### src/rtl/rr_arb_pkg.sv
package rr_arb_pkg;
  localparam int NPORTS = 5;
  localparam int IDX_W  = $clog2(NPORTS);

  localparam logic [IDX_W-1:0] P_NORTH = 3'd0;
  localparam logic [IDX_W-1:0] P_EAST  = 3'd1;
  localparam logic [IDX_W-1:0] P_SOUTH = 3'd2;
  localparam logic [IDX_W-1:0] P_WEST  = 3'd3;
  localparam logic [IDX_W-1:0] P_LOCAL = 3'd4;

  typedef enum logic {ST_IDLE, ST_HOLD} arb_state_e;

  // Index k steps after idx around the ring of NPORTS ports.
  function automatic logic [IDX_W-1:0] ring_step(input logic [IDX_W-1:0] idx, input int k);
    int s;
    s = int'(idx) + k;
    if (s >= NPORTS) s = s - NPORTS;
    return IDX_W'(s);
  endfunction

  function automatic logic [NPORTS-1:0] idx_to_onehot(input logic [IDX_W-1:0] idx);
    return NPORTS'(1) << idx;
  endfunction
endpackage

### src/rtl/rr_req_mask.sv
module rr_req_mask
  import rr_arb_pkg::*;
#(
  parameter int OUT_PORT = 4
) (
  input  logic [NPORTS-1:0] req,
  output logic [NPORTS-1:0] elig
);
  localparam bit HORIZ = (OUT_PORT == int'(P_EAST)) || (OUT_PORT == int'(P_WEST));

  for (genvar p = 0; p < NPORTS; p++) begin : g_bit
    if (HORIZ && (p == int'(P_NORTH) || p == int'(P_SOUTH))) begin : g_cut
      assign elig[p] = 1'b0;
    end else begin : g_keep
      assign elig[p] = req[p];
    end
  end
endmodule

### src/rtl/rr_ring_pick.sv
module rr_ring_pick
  import rr_arb_pkg::*;
(
  input  logic [IDX_W-1:0]  last,
  input  logic [NPORTS-1:0] elig,
  output logic              found,
  output logic [IDX_W-1:0]  pick
);
  logic [IDX_W-1:0] cand [NPORTS];
  logic [NPORTS-1:0] hit;

  // Offset k+1 from the last-served port; offset 1 has the highest priority.
  for (genvar k = 0; k < NPORTS; k++) begin : g_off
    assign cand[k] = ring_step(last, k + 1);
    assign hit[k]  = elig[cand[k]];
  end

  always_comb begin
    found = 1'b0;
    pick  = '0;
    for (int k = 0; k < NPORTS; k++) begin
      if (hit[k] && !found) begin
        found = 1'b1;
        pick  = cand[k];
      end
    end
  end
endmodule

### src/rtl/rr_out_arb.sv
module rr_out_arb
  import rr_arb_pkg::*;
#(
  parameter int OUT_PORT = 4
) (
  input  logic        clk,
  input  logic        rst_n,
  input  logic [4:0]  req,
  input  logic        done,
  output logic [4:0]  grant,
  output logic        grant_valid,
  output logic [2:0]  grant_idx
);
  arb_state_e        state_q;
  logic [IDX_W-1:0]  last_q;
  logic [IDX_W-1:0]  idx_q;
  logic [NPORTS-1:0] grant_q;
  logic [NPORTS-1:0] elig;
  logic              pick_found;
  logic [IDX_W-1:0]  pick_idx;

  // Named internal events
  logic              ev_issue;
  logic              ev_release;

  rr_req_mask #(.OUT_PORT(OUT_PORT)) u_mask (
    .req  (req),
    .elig (elig)
  );

  rr_ring_pick u_pick (
    .last  (last_q),
    .elig  (elig),
    .found (pick_found),
    .pick  (pick_idx)
  );

  assign ev_issue   = (state_q == ST_IDLE) && pick_found;
  assign ev_release = (state_q == ST_HOLD) && done;

  always_ff @(posedge clk or negedge rst_n) begin
    if (!rst_n) begin
      state_q <= ST_IDLE;
      last_q  <= P_LOCAL;
      idx_q   <= '0;
      grant_q <= '0;
    end else if (ev_issue) begin
      state_q <= ST_HOLD;
      idx_q   <= pick_idx;
      grant_q <= idx_to_onehot(pick_idx);
    end else if (ev_release) begin
      state_q <= ST_IDLE;
      last_q  <= idx_q;
      idx_q   <= '0;
      grant_q <= '0;
    end
  end

  assign grant       = grant_q;
  assign grant_valid = (state_q == ST_HOLD);
  assign grant_idx   = idx_q;

  // never more than one grant bit
  assert_onehot_grant_R3: assert property (@(posedge clk) disable iff (!rst_n)
    $onehot0(grant));

  // a new grant only lands on a port that was eligible when sampled
  assert_grant_requested_R3: assert property (@(posedge clk) disable iff (!rst_n)
    $rose(grant_valid) |-> ((grant & $past(elig)) == grant));

  // grant frozen while held and no done
  assert_hold_stable_R5: assert property (@(posedge clk) disable iff (!rst_n)
    (grant_valid && !done) |=> ($stable(grant) && $stable(grant_idx)));

  // done clears the grant on the next edge
  assert_done_release_R6: assert property (@(posedge clk) disable iff (!rst_n)
    (grant_valid && done) |=> !grant_valid);

  // pointer only moves on a release, and to the released port
  assert_pointer_update_R6: assert property (@(posedge clk) disable iff (!rst_n)
    !$stable(last_q) |-> ($past(ev_release) && last_q == $past(grant_idx)));

  // idle with nothing eligible stays idle
  assert_idle_quiet_R7: assert property (@(posedge clk) disable iff (!rst_n)
    (!grant_valid && elig == '0) |=> !grant_valid);

  // valid flag agrees with the grant vector
  assert_valid_match_R9: assert property (@(posedge clk) disable iff (!rst_n)
    grant_valid == (grant != '0));

  if ((OUT_PORT == int'(P_EAST)) || (OUT_PORT == int'(P_WEST))) begin : g_horiz_chk
    // vertical inputs never served on a horizontal output
    assert_no_vertical_R8: assert property (@(posedge clk) disable iff (!rst_n)
      !grant[P_NORTH] && !grant[P_SOUTH]);
  end
endmodule

### config.mk
export PLATFORM = sky130hd
export DESIGN_NAME = rr_out_arb
export DESIGN_NICKNAME = d
export VERILOG_FILES = /design/src/rtl/rr_arb_pkg.sv /design/src/rtl/rr_req_mask.sv /design/src/rtl/rr_ring_pick.sv /design/src/rtl/rr_out_arb.sv
export SDC_FILE = /design/constraint.sdc
export NUM_CORES = 1
export LEC_CHECK = 0
export ABC_CLOCK_PERIOD_IN_PS = 4150
export BUFFER_PORTS_ARGS = -buffer_cell sky130_fd_sc_hd__buf_2
export CAP_MARGIN = 30
export CORE_ASPECT_RATIO = 1.2
export CORE_MARGIN = 3
export CORE_UTILIZATION = 45
export CTS_BUF_LIST = sky130_fd_sc_hd__clkbuf_8
export CTS_CLUSTER_DIAMETER = 200
export CTS_CLUSTER_SIZE = 28
export DETAILED_ROUTE_END_ITERATION = 12
export RECOVER_POWER = 25
export SYNTH_ARGS = -nofsm -noshare
export SYNTH_HDL_FRONTEND = slang
export SYNTH_HIERARCHICAL = 1
export SYNTH_SLANG_ARGS = --single-unit
export TNS_END_PERCENT = 10
### constraint.sdc
create_clock -name clk -period 4.15 [get_ports clk]
set_input_delay 0.6225 -clock clk [delete_from_list [all_inputs] [get_ports clk]]
set_output_delay 0.6225 -clock clk [all_outputs]
set_load 0.01 [all_outputs]
==> metrics.cfg <==
[sta]
hold_viol=0
setup_tns_ns=0
max_freq_mhz=269
whs_ns=0.381
fin_crit_sh=0.897
slew_headroom=0.572
rsz0062_at_grt=false
tightest_slew_ns=0.642
slew_violations=0
skew_ns=0.000463
setup_violations=0
min_period_ns=3.72

[route]
dr.first_iter.drc_count=189
wl_met2_um=2360
postRouteAntennaNets=0
wl_met3_um=187
drt-total-wl_um=4630
vias=1605
vias_per_cell=6.22
drt-pass1-iter-count=4
wl_per_cell_um=18.0
drc_errors=0
highest_layer=met4
wl_met1_um=1910

[synthesis]
synth_common_cells=13 x nor2b_1, 12 x inv_1, 11 x dfrtp_1, 11 x nor2_1
ys_async_sr_fraction=1.00
ys.flop_type=dfrtp_1
ys_seq_area_frac=0.165
synth_edf_count=0
synthTopCellsByArea=dfrtp_1 15%, ha_1 6.9%, mux2i_1 5.5%
post_synth_instance_area_sq_mm=0.00182
ys_warn_count=6
yosysTopAreaCell=dfrtp_1
yosysUniqueCellTypes=68
postSynthAreaPerCell_sq_um=9.16
ys_ff_latch=12
synthMostInstantiatedCell=nor2b_1
syn_nets=218
yosysTopAreaCellShare=0.151
syn_inst=199

[floorplanning]
rows=24
core-area_sq_mm=0.00375
fp.dieH_um=75.7
io_pins=17
die_w_um=64.1
design.die.area_sq_mm=0.00485
start_util=0.486

[final_layout]
fillCellCount=363
fin_util=0.511
syn2layout_area_growth_pct=5.28
diodes=0
nets=226
drive_gt1_frac=0.228

[clocking]
clk_root_buffer_cell=clkbuf_8
worstSkewPairLatency_ns=0.24
cts_tree=done
htree_levels=1
clk_pin_slew_ns=0.05
postCtsSetupBuffers=0
ctsHoldBuffers=0
ctsLongestPathBuffers=2
cts_buffers=3
cts_sinks=12
post_cts_resized=0

[placed_design]
globalplace.congestion=0.832
hpwl_um=3600
io_buffers=16

[global_routing]
grt_pass1_wl_um=7710
grt_pass1_vias=1572
antenna_found_initial=0
grt_max_degree=35
grt_overflow=0
grt_use_total=0.204

[outcome]
status=complete, no violations

[setup_path]
critPathArrivalTime_ns=3.85
critical_path_class=reg -> reg
start_kind=flop
cp-end-kind=flop
required_ns=4.27
worst-path-max-fanout=10

[flow_run]
max_cap_violations=0

[worst_hold_path]
min_path_type=in -> async

[cell type report]
class	count	area, sq um	area share
clock buffers	4	55.1	0.0287
inverters	15	56.3	0.0293
multi-input cells	157	1350	0.702
flip-flops and latches	12	302	0.157
well taps	52	65.1	0.0339
repair buffers	18	93.8	0.0489
[state kept, by name, indices dropped and copies added, names as in the netlist]
name	flops
grant_idx	3
grant_valid	1
grant	5
last_q	3
[through the flow]
| step | cells | instance area, sq um | setup slack (ns) |
|---|---|---|---|
| floorplan | 199 | 1820 | 0.759 |
| global placement | 254 | 1870 | 0.514 |
| detailed placement | 254 | 1870 | 0.438 |
| CTS | 258 | 1920 | 0.428 |
| global route | 258 | 1920 | 0.192 |
| finish | 258 | 1920 | 0.426 |
[worst max-delay path: stages, from the launching register on]
cell	delay, ns
dfrtp_1	0.60
inv_2	0.18
ha_1	0.23
ha_1	0.38
a21oi_1	0.23
mux2_2	0.37
o311a_1	0.33
a21oi_1	0.26
nand3_1	0.16
nand3b_1	0.33
nor3b_2	0.25
a32o_1	0.27
[cells in the final DEF, fill, tap and decap left out, types with 3 or more instances in the layout]
cell and n:
buf_2 15, nor2b_1 13, inv_1 12, dfrtp_1 11, nor2_1 11, mux2i_1 10, ha_1 10, nand2_1 9
a21oi_1 8, o21ai_0 5, o2bb2ai_1 4, a32o_1 4, o21ai_1 4, clkbuf_8 4, mux4_2 4, xnor2_1 4
mux2_1 3, nand2b_1 3, or3_1 3, a21boi_0 3, o211a_1 3
[worst paths after layout]
check,to,from,slack (ns),cells after the start
min reg2reg,grant[0],grant[0],0.49,1
min in group clk,grant[0],grant[0],0.49,1
max in group asynchronous,grant_idx[0],rst_n,3.36,1
min,grant[3],rst_n,0.38,1
max reg2reg,grant[4],last_q[1],0.43,11
max,grant[4],last_q[1],0.43,11
[per-layer routing]
layer  up-vias  global-route usage
met2        51               0.372
met5         -                   0
met1       770               0.244
li1        766                   -
met3        18              0.0147
met4         0               0.103
[cells by family (layout without fill, tap and decap cells)]
logic type	after synthesis	after routing	share of synthesized area
flip-flops	12	12	0.165
AO/OA/AOI/OAI	59	59	0.290
AND/OR/NAND/NOR	63	63	0.207
buffers and inverters	30	37	0.0954
XOR/XNOR	4	4	0.0192
multiplexers	20	20	0.143
adder cells (fa/ha/maj)	11	11	0.0796
Power is not shown: default switching activity piles up to over one toggle a cycle in this logic, so the estimate is an artifact.
